===== src/rtl/cpuif_pkg.sv =====
package cpuif_pkg;

    localparam int DATA_W = 32;
    localparam int ADDR_W = 5;
    localparam int ID_W   = 10;
    localparam int PRIO_W = 8;
    localparam int RUN_W  = PRIO_W + 1;
    localparam int CTRL_W = 11;
    localparam int BP_W   = 3;

    localparam logic [ID_W-1:0]   ID_SPURIOUS = {ID_W{1'b1}};
    localparam logic [ID_W-1:0]   ID_HIDDEN   = ID_SPURIOUS - 1'b1;
    localparam logic [RUN_W-1:0]  RUN_IDLE    = {1'b1, {PRIO_W{1'b0}}};
    localparam logic [BP_W-1:0]   ABP_MIN     = 3'd1;

    // control word bit positions
    localparam int CB_EN0    = 0;
    localparam int CB_EN1    = 1;
    localparam int CB_ACK    = 2;
    localparam int CB_FIQ    = 3;
    localparam int CB_CBP    = 4;
    localparam int CB_EOIM   = 9;
    localparam int CB_EOIMNS = 10;

    typedef enum logic [2:0] {
        SEL_CTRL  = 3'd0,
        SEL_PMASK = 3'd1,
        SEL_BP    = 3'd2,
        SEL_ACK   = 3'd3,
        SEL_EOI   = 3'd4,
        SEL_RUN   = 3'd5,
        SEL_HPEND = 3'd6,
        SEL_ABP   = 3'd7
    } reg_sel_e;

    typedef struct packed {
        logic [CTRL_W-1:0] ctrl;
        logic [PRIO_W-1:0] pmask;
        logic [BP_W-1:0]   bp;
        logic [BP_W-1:0]   abp;
        logic [RUN_W-1:0]  run;
        logic              act_v;
        logic [ID_W-1:0]   act_id;
        logic              act_grp;
        logic              rd_v;
        logic [DATA_W-1:0] rd_data;
        logic              ack_p;
        logic [ID_W-1:0]   ack_id;
        logic              eoi_p;
        logic [ID_W-1:0]   eoi_id;
    } cpuif_state_t;

    function automatic logic [CTRL_W-1:0] secure_ctrl_mask(input bit rev2, input bit has_sec);
        logic [CTRL_W-1:0] m;
        m = '0;
        m[CB_EN0] = 1'b1;
        if (has_sec) begin
            m[CB_EN1] = 1'b1;
            m[CB_ACK] = 1'b1;
            m[CB_FIQ] = 1'b1;
            m[CB_CBP] = 1'b1;
        end
        if (rev2) begin
            m[CB_EN1]  = 1'b1;
            m[CB_ACK]  = 1'b1;
            m[CB_FIQ]  = 1'b1;
            m[CB_CBP]  = 1'b1;
            m[CB_EOIM] = 1'b1;
            if (has_sec) m[CB_EOIMNS] = 1'b1;
        end
        return m;
    endfunction

    function automatic logic [CTRL_W-1:0] nonsecure_ctrl_mask(input bit rev2);
        logic [CTRL_W-1:0] m;
        m = '0;
        m[CB_EN1] = 1'b1;
        if (rev2) m[CB_EOIMNS] = 1'b1;
        return m;
    endfunction

    function automatic logic [BP_W-1:0] clamp_bp(input logic [BP_W-1:0] v,
                                                 input logic [BP_W-1:0] lo);
        return (v < lo) ? lo : v;
    endfunction

endpackage


===== src/rtl/cpuif_prio_view.sv =====
// Non-secure view of a priority-like value: visible only when the value
// lies in the upper half of the range, then shown doubled.
module cpuif_prio_view #(
    parameter int PW = 8
) (
    input  logic [PW-1:0] stored,
    output logic [PW-1:0] ns_view
);
    always_comb begin
        if (stored[PW-1]) ns_view = {stored[PW-2:0], 1'b0};
        else              ns_view = '0;
    end
endmodule


===== src/rtl/cpuif_pend_code.sv =====
// Turns the arbiter's pending interrupt into the code one access may see.
module cpuif_pend_code
    import cpuif_pkg::*;
#(
    parameter bit GROUPS = 1'b1
) (
    input  logic            pend_valid,
    input  logic [ID_W-1:0] pend_id,
    input  logic            pend_grp,
    input  logic            secure,
    input  logic            ack_ctl,
    output logic [ID_W-1:0] code,
    output logic            visible
);
    logic hide_g0;
    logic hide_g1;

    generate
        if (GROUPS) begin : g_grp
            assign hide_g0 = !pend_grp && !secure;
            assign hide_g1 = pend_grp && secure && !ack_ctl;
        end else begin : g_nogrp
            assign hide_g0 = 1'b0;
            assign hide_g1 = 1'b0;
        end
    endgenerate

    always_comb begin
        visible = 1'b0;
        if (!pend_valid)  code = ID_SPURIOUS;
        else if (hide_g0) code = ID_SPURIOUS;
        else if (hide_g1) code = ID_HIDDEN;
        else begin
            code    = pend_id;
            visible = 1'b1;
        end
    end
endmodule


===== src/rtl/banked_cpuif_regs.sv =====
module banked_cpuif_regs
    import cpuif_pkg::*;
#(
    parameter bit HAS_SEC = 1'b1,
    parameter bit REV2    = 1'b1
) (
    input  logic              clk,
    input  logic              rst_n,
    input  logic              bus_req,
    input  logic              bus_wr,
    input  logic [ADDR_W-1:0] bus_addr,
    input  logic [DATA_W-1:0] bus_wdata,
    input  logic              bus_sec,
    input  logic              pend_valid,
    input  logic [ID_W-1:0]   pend_id,
    input  logic              pend_grp,
    input  logic [PRIO_W-1:0] pend_prio,
    output logic              rd_valid,
    output logic [DATA_W-1:0] rd_data,
    output logic              ack_pulse,
    output logic [ID_W-1:0]   ack_id,
    output logic              eoi_pulse,
    output logic [ID_W-1:0]   eoi_id,
    output logic [RUN_W-1:0]  run_prio
);
    localparam bit                GROUPS   = HAS_SEC || REV2;
    localparam logic [CTRL_W-1:0] S_MASK   = secure_ctrl_mask(REV2, HAS_SEC);
    localparam logic [CTRL_W-1:0] NS_MASK  = nonsecure_ctrl_mask(REV2);

    cpuif_state_t q, d;

    logic                     secure;
    reg_sel_e                 sel;
    logic [ID_W-1:0]          pcode;
    logic                     pvis;
    logic [PRIO_W-1:0]        pmask_ns;
    logic [PRIO_W-1:0]        run_ns;
    logic [CTRL_W-1:0]        ctrl_ns;
    logic [CTRL_W-1:0]        ctrl_ns_wr;
    logic [ID_W-1:0]          eoi_req_id;
    logic                     unused_bits;

    assign secure      = !HAS_SEC || bus_sec;
    assign sel         = reg_sel_e'(bus_addr[4:2]);
    assign eoi_req_id  = bus_wdata[ID_W-1:0];
    assign unused_bits = ^{bus_addr[1:0], bus_wdata[DATA_W-1:CTRL_W]};

    assign ctrl_ns     = (q.ctrl & NS_MASK) >> 1;
    assign ctrl_ns_wr  = (q.ctrl & ~NS_MASK) | ((bus_wdata[CTRL_W-1:0] << 1) & NS_MASK);

    cpuif_pend_code #(.GROUPS(GROUPS)) pend_code_i (
        .pend_valid (pend_valid),
        .pend_id    (pend_id),
        .pend_grp   (pend_grp),
        .secure     (secure),
        .ack_ctl    (q.ctrl[CB_ACK]),
        .code       (pcode),
        .visible    (pvis)
    );

    cpuif_prio_view #(.PW(PRIO_W)) mask_view_i (
        .stored  (q.pmask),
        .ns_view (pmask_ns)
    );

    cpuif_prio_view #(.PW(PRIO_W)) run_view_i (
        .stored  (q.run[PRIO_W-1:0]),
        .ns_view (run_ns)
    );

    // next-state logic
    always_comb begin
        d         = q;
        d.rd_v    = 1'b0;
        d.rd_data = '0;
        d.ack_p   = 1'b0;
        d.eoi_p   = 1'b0;
        if (bus_req && !bus_wr) begin
            d.rd_v = 1'b1;
            unique case (sel)
                SEL_CTRL:  d.rd_data = DATA_W'(secure ? q.ctrl : ctrl_ns);
                SEL_PMASK: d.rd_data = DATA_W'(secure ? q.pmask : pmask_ns);
                SEL_BP:    d.rd_data = DATA_W'(secure ? q.bp : q.abp);
                SEL_ACK: begin
                    if (!pvis) begin
                        d.rd_data = DATA_W'(pcode);
                    end else if ({1'b0, pend_prio} < q.run) begin
                        d.rd_data = DATA_W'(pcode);
                        d.run     = {1'b0, pend_prio};
                        d.act_v   = 1'b1;
                        d.act_id  = pend_id;
                        d.act_grp = pend_grp;
                        d.ack_p   = 1'b1;
                        d.ack_id  = pend_id;
                    end else begin
                        d.rd_data = DATA_W'(ID_SPURIOUS);
                    end
                end
                SEL_EOI:   d.rd_data = '0;
                SEL_RUN:   d.rd_data = DATA_W'(secure ? q.run : {1'b0, run_ns});
                SEL_HPEND: d.rd_data = DATA_W'(pcode);
                SEL_ABP:   d.rd_data = DATA_W'((GROUPS && secure) ? q.abp : '0);
                default:   d.rd_data = '0;
            endcase
        end else if (bus_req && bus_wr) begin
            unique case (sel)
                SEL_CTRL: begin
                    if (secure) d.ctrl = bus_wdata[CTRL_W-1:0] & S_MASK;
                    else        d.ctrl = ctrl_ns_wr;
                end
                SEL_PMASK: begin
                    if (secure)          d.pmask = bus_wdata[PRIO_W-1:0];
                    else if (q.pmask[7]) d.pmask = {1'b1, bus_wdata[PRIO_W-1:1]};
                end
                SEL_BP: begin
                    if (secure) d.bp  = bus_wdata[BP_W-1:0];
                    else        d.abp = clamp_bp(bus_wdata[BP_W-1:0], ABP_MIN);
                end
                SEL_EOI: begin
                    if (q.act_v && (eoi_req_id == q.act_id) &&
                        !(!secure && GROUPS && !q.act_grp)) begin
                        d.act_v  = 1'b0;
                        d.run    = RUN_IDLE;
                        d.eoi_p  = 1'b1;
                        d.eoi_id = eoi_req_id;
                    end
                end
                SEL_ABP: begin
                    if (GROUPS && secure) d.abp = clamp_bp(bus_wdata[BP_W-1:0], ABP_MIN);
                end
                default: ;
            endcase
        end
    end

    always_ff @(posedge clk or negedge rst_n) begin
        if (!rst_n) begin
            q         <= '0;
            q.abp     <= ABP_MIN;
            q.run     <= RUN_IDLE;
            q.act_id  <= ID_SPURIOUS;
        end else begin
            q <= d;
        end
    end

    assign rd_valid  = q.rd_v;
    assign rd_data   = q.rd_data;
    assign ack_pulse = q.ack_p;
    assign ack_id    = q.ack_id;
    assign eoi_pulse = q.eoi_p;
    assign eoi_id    = q.eoi_id;
    assign run_prio  = q.run;


    ns_ctrl_keep_chk: assert property (@(posedge clk) disable iff (!rst_n)
        (bus_req && bus_wr && sel == SEL_CTRL && !secure)
        |=> (q.ctrl[CB_EN0] == $past(q.ctrl[CB_EN0])));


    ns_pmask_lock_chk: assert property (@(posedge clk) disable iff (!rst_n)
        (bus_req && bus_wr && sel == SEL_PMASK && !secure && !q.pmask[7])
        |=> $stable(q.pmask));


    abp_floor_chk: assert property (@(posedge clk) disable iff (!rst_n)
        q.abp >= ABP_MIN);


    ack_raise_chk: assert property (@(posedge clk) disable iff (!rst_n)
        ack_pulse |-> (run_prio < $past(run_prio)));


    eoi_idle_chk: assert property (@(posedge clk) disable iff (!rst_n)
        eoi_pulse |-> (run_prio == RUN_IDLE && $past(run_prio) != RUN_IDLE));


    rd_follow_chk: assert property (@(posedge clk) disable iff (!rst_n)
        (bus_req && !bus_wr) |=> rd_valid);

endmodule


===== config.mk =====
export PLATFORM = sky130hd
export DESIGN_NAME = banked_cpuif_regs
export DESIGN_NICKNAME = d
export VERILOG_FILES = /design/src/rtl/cpuif_pkg.sv /design/src/rtl/cpuif_prio_view.sv /design/src/rtl/cpuif_pend_code.sv /design/src/rtl/banked_cpuif_regs.sv
export SDC_FILE = /design/constraint.sdc
export NUM_CORES = 1
export LEC_CHECK = 0
export ABC_AREA = 1
export BUFFER_PORTS_ARGS = -buffer_cell sky130_fd_sc_hd__buf_4
export CAP_MARGIN = 40
export CORE_MARGIN = 1.5
export CORE_UTILIZATION = 46
export CTS_CLUSTER_SIZE = 12
export DETAILED_ROUTE_END_ITERATION = 7
export HOLD_SLACK_MARGIN = 0.12
export PLACE_DENSITY = 0.72
export SYNTH_ARGS = -nofsm -noshare
export SYNTH_HDL_FRONTEND = slang
export SYNTH_SLANG_ARGS = --single-unit
export TNS_END_PERCENT = 10

===== constraint.sdc =====
create_clock -name clk -period 1.8 [get_ports clk]
set_input_delay 0.18 -clock clk [delete_from_list [all_inputs] [get_ports clk]]
set_output_delay 0.18 -clock clk [all_outputs]
set_load 0.02 [all_outputs]

== Word-level counts from Yosys, hierarchy flattened ==
Index checks and enable logic that the tools add are counted.
Storage, ports and cells
  register bits: 101
  output and inout bits: 64
  input port bits: 62
Cells by class
  reductions and logical operators: 28
  order comparisons: 2
  muxes and demuxes: 38
  eq/ne operators: 13
  bitwise operators: 2
Operators by type and width (count)
  case mux 32 bit (8 select lines): 1
  2-to-1 mux 11 bit: 9
  2-to-1 mux 10 bit: 9
  2-to-1 mux 21 bit: 3
  2-to-1 mux 44 bit: 1
  2-to-1 mux 8 bit: 5
  AND reduction 4 bit: 4
  2-to-1 mux 3 bit: 5
  equality test 3 bit (second input constant): 4
  bitwise OR 10 x 11 -> 11 bit: 1
  equality test 10 bit: 1
  nonzero test 2 bit: 5
  less-than comparator 8 x 9 -> 1 bit: 1
  2-to-1 mux 9 bit: 1
  logical AND 1 bit: 8
  equality test 3 x 2 -> 1 bit (second input constant): 2
  zero test 1 bit: 6
  != test 2 bit (second input constant): 3
  case mux 3 bit (2 select lines): 1
  AND reduction 3 bit: 2
  AND reduction 6 bit: 1
  AND reduction 5 bit: 1
  != test 2 x 1 -> 1 bit (second input constant): 2
  equality test 3 x 1 -> 1 bit (second input constant): 1
  4 further kinds: 6

== Depth between registers and ports, before layout ==
  word-level depth: 9
  gate-level depth with buffers: 12
  depth with buffers taken out: 11

== Cells and area by module ==
Synthesis repeated with hierarchy kept, for this count alone.
Unflattened totals
  cell total of the unflattened synthesis: 620
  area, all modules: 4674.5 um^2
By module, submodules not included
  banked_cpuif_regs: seq. area each 1916.8 um^2, times used 1, cells an instance 559, area each 4409.2 um^2
  cpuif_pend_code: seq. area each 0.0 um^2, times used 1, cells an instance 29, area each 137.6 um^2
  cpuif_prio_view: seq. area each 0.0 um^2, times used 2, cells an instance 16, area each 63.8 um^2

== Worst setup path after synthesis ==
No wires, ideal clock.
  kind: reg2reg
  start point: register q (netlist bit run_prio[4])
  end point: register q (netlist bit ack_id[3])
  setup time: 0.117 ns
  setup slack: 0.159 ns
  data arrival time: 1.524 ns
  data required time: 1.683 ns
  cell stages (with the launch flop): 13
  path buffers: 1
  cells stage by stage: dfrtp_1 -> inv_1 -> ha_1 -> nand2_1 -> nor2_1 -> nand2_1 -> nor2_1 -> nor2_1 -> nand3_2 -> clkinv_2 -> buf_6 -> nand2_2 -> nand2_1
On the way
  word-level cells in the longest chain between the ends: 2
RTL lines
  from (decl): line banked_cpuif_regs.sv:30  | cpuif_state_t q, d;
  less-than comparator 8 x 9 -> 1 bit: line banked_cpuif_regs.sv:87  | end else if ({1'b0, pend_prio} < q.run) begin
  AND reduction 4 bit (no line)
No other way between the ends.
A chain may end at the register's enable or synchronous reset.

== Final worst setup path ==
  start point: input port pend_prio[5]
  end point: register q[65] in the netlist's numbering
On the way
  word-level cells in the longest chain between the ends: 2
RTL lines
  from (decl): line banked_cpuif_regs.sv:17  | input logic [PRIO_W-1:0] pend_prio,
  less-than comparator 8 x 9 -> 1 bit: line banked_cpuif_regs.sv:87
  AND reduction 4 bit (no line)
No other way between the ends.

==> flow_metrics.tcl <==
set metrics [dict create \
    status "finished with violations" \
    violations "negative setup slack" \
    clk_latency_ns 0.35 \
    yosys.area.top_type_share_pct 36.3 \
    first_pass_iters 5 \
    synthFlopType "dfrtp_1" \
    antenna_found_initial 0 \
    layout_common_cells "nand2_1, buf_4, inv_1, dfrtp_1, o21ai_0" \
    r2r_cells 12 \
    cts_tree "built" \
    min_period_over_period_pct 100 \
    irDropWorstVdd_uv 498 \
    io_pins 126 \
    slew_violations 0 \
    syn_area_sq_um 4410 \
    swShare_pct 32.9 \
    cts_buffers 9 \
    final_core_util_pct 59.2 \
    layout_commonest_cell "nand2_1" \
    critPathCaptureType "flop" \
    async_reset_ff_share_pct 100 \
    register_area_sq_um 1920 \
    crit_fanout 6 \
    io_buffers 81 \
    p_per_area_nw_per_um2 846 \
    filler_cell_count 876 \
    layout.nets 737 \
    syn_avg_cell_area_sq_um 7.57 \
    fin_ws_ns -0.00505 \
    place_congestion 0.971 \
    crit_path_start_kind "primary input" \
    fin_crit_ns 1.81 \
    ys_types 33 \
    fmax_mhz 554 \
    critical_path_class "primary input to flop" \
    p_sw_mw 1.53 \
    gr-total-overflow 0 \
    syn_inst 583 \
    antenna_cells 0 \
    vias_per_cell 4.97 \
    synth.area.top_cells "dfrtp_1, nand2_1, buf_4, dfstp_2, o21ai_0" \
    synth_edf_count 0 \
    crit_arrival_ns 2.10 \
    drt-total-wl_um 11900 \
    grt_pass1_vias 3717 \
    root_buffer "clkbuf_8" \
    dp_hpwl_um 8650 \
    p_clk_share_pct 28.2 \
    seqPwrFrac_pct 45.5 \
    ys_seq_area_share_pct 43.5 \
    finClkSkew_ns 0.00868 \
    min_path_cells 3 \
    clkTransAtPathRegs_ns 0.08 \
    grt_max_degree 41 \
    vias 3982 \
    syn_to_final_growth_pct 24.5 \
    route.detailed.drc 0 \
    yosysWarnings 0 \
    dieHeight_um 101 \
    hold_violations 0 \
    worstPathRequired_ns 2.10 \
    wl_per_cell_um 14.8 \
    htreeDepth 3 \
    internal_power_mw 3.12 \
    die_x_um 101 \
    max-cap-violations 0 \
    leakage_nw 2.88 \
    core_area_sq_um 9280 \
    rows 35 \
    clock_sinks 76 \
    postRouteAntennaNets 0 \
    drt-initial-drc-count 241 \
    ys_ff_latch 76 \
    clockBufferDepth 2 \
    multiInputGateArea_sq_um 1840 \
    rsz0062_at_grt "true" \
    start_util_pct 47.5 \
    grt_pass1_wl_um 18500 \
    drive_gt1_share_pct 24.7 \
    dieArea_sq_um 10200 \
    track_usage_pct 23.7 \
    synth_top_area_cell "dfrtp_1" \
    p_comb_share_pct 26.3 \
    finalSetupViolCount 2 \
    hp-class "primary input to flop" \
    fin_tns_setup_ns -0.00864 \
]
power groups by stage:
stage	Combinational, mW	Clock [mW]	Sequential (mW)
floorplan	0.796	0	2.12
global placement	1.09	0	2.13
detailed placement	1.11	0	2.14
CTS	1.16	1.32	2.11
global route	1.35	1.40	2.14
finish	1.22	1.31	2.11
worst max-delay path, cell delays in order:
cell and delay, ns:
dlygate4sd3_1 0.54, buf_4 0.14, ha_1 0.31, nand2_1 0.09, nor2_2 0.17, nand2_2 0.11, nand3_4 0.15, inv_8 0.06
buf_12 0.13, buf_4 0.13, o21ai_2 0.09
through the flow:
step           instance area, sq um  std cells  total power, mW  setup WS (ns)  hold WS (ns)
5_1_grt                        5490        802             4.89        -0.0898         0.166
3_3_place_gp                   4920        760             3.23         0.0993         0.167
3_5_place_dp                   4920        760             3.26         0.0213         0.171
2_1_floorplan                  4490        603             2.92          0.159        -0.116
4_1_cts                        5330        798             4.59        0.00437         0.151
6_report                       5490        802             4.65       -0.00505         0.160
cells in the mapped netlist (5+ instances only):
cell      count
a21oi_1      23
buf_2        10
buf_4        61
clkbuf_1      5
dfrtp_1      64
dfstp_2      12
ha_1          7
inv_1        66
nand2_1     160
nand3_1      32
nand4_1       8
nor2_1       36
o21ai_0      51
o21ai_1       8
o22ai_1       8
state kept, by name (all words and copies together), names as in the netlist:
signal     cells
q             31
eoi_id        10
ack_pulse      1
eoi_pulse      1
ack_id        10
rd_valid       1
rd_data       11
run_prio       9
ctrl_ns        2
timing repair:
| action | CTS | global route |
|---|---|---|
| endpoints found under the hold margin | 62 | 0 |
| hold buffers | 22 | 0 |
| setup endpoints to repair | 0 | 38 |
| resized for setup | 0 | 24 |
| setup buffers | 0 | 2 |
final timing paths:
| path | endpoint | start | slack [ns] |
|---|---|---|---|
| max in group asynchronous | q[76] | rst_n | 0.84 |
| min in group asynchronous | run_prio[2] | rst_n | 0.31 |
| worst max-delay path | q[65] | pend_prio[5] | -0.005 |
| worst min register to register | q[64] | q[64] | 0.48 |
| worst min-delay path | q[76] | bus_wdata[0] | 0.16 |
| worst max register to register | q[65] | run_prio[7] | 0.07 |
kinds of logic after synthesis:
family	count (synthesis)	share of synthesized area, %
adders and majority gates	7	1.99
other	1	0.0850
AOI/OAI and AO/OA	98	11.9
DFF	76	43.5
xor gates and xnor gates	2	0.397
buffers and inverters	146	18.3
and+or+nand+nor	253	23.9
layer usage:
metal | share of wire (%) | track usage (%)
met5 | 0 | 0
met4 | 2.0 | 7.91
met3 | 5.4 | 3.05
met2 | 49 | 38.7
met1 | 44 | 32.6
area by class of cell:
cell class / instances / area share, %
sequential: 76 / 34.9
clock buffer: 10 / 2.32
inverter: 68 / 4.78
timing repair buffer: 132 / 20.4
clock inverter: 6 / 1.18
tap: 129 / 2.94
multi-input combinational: 381 / 33.4
Power figures use the tool's default switching activity.
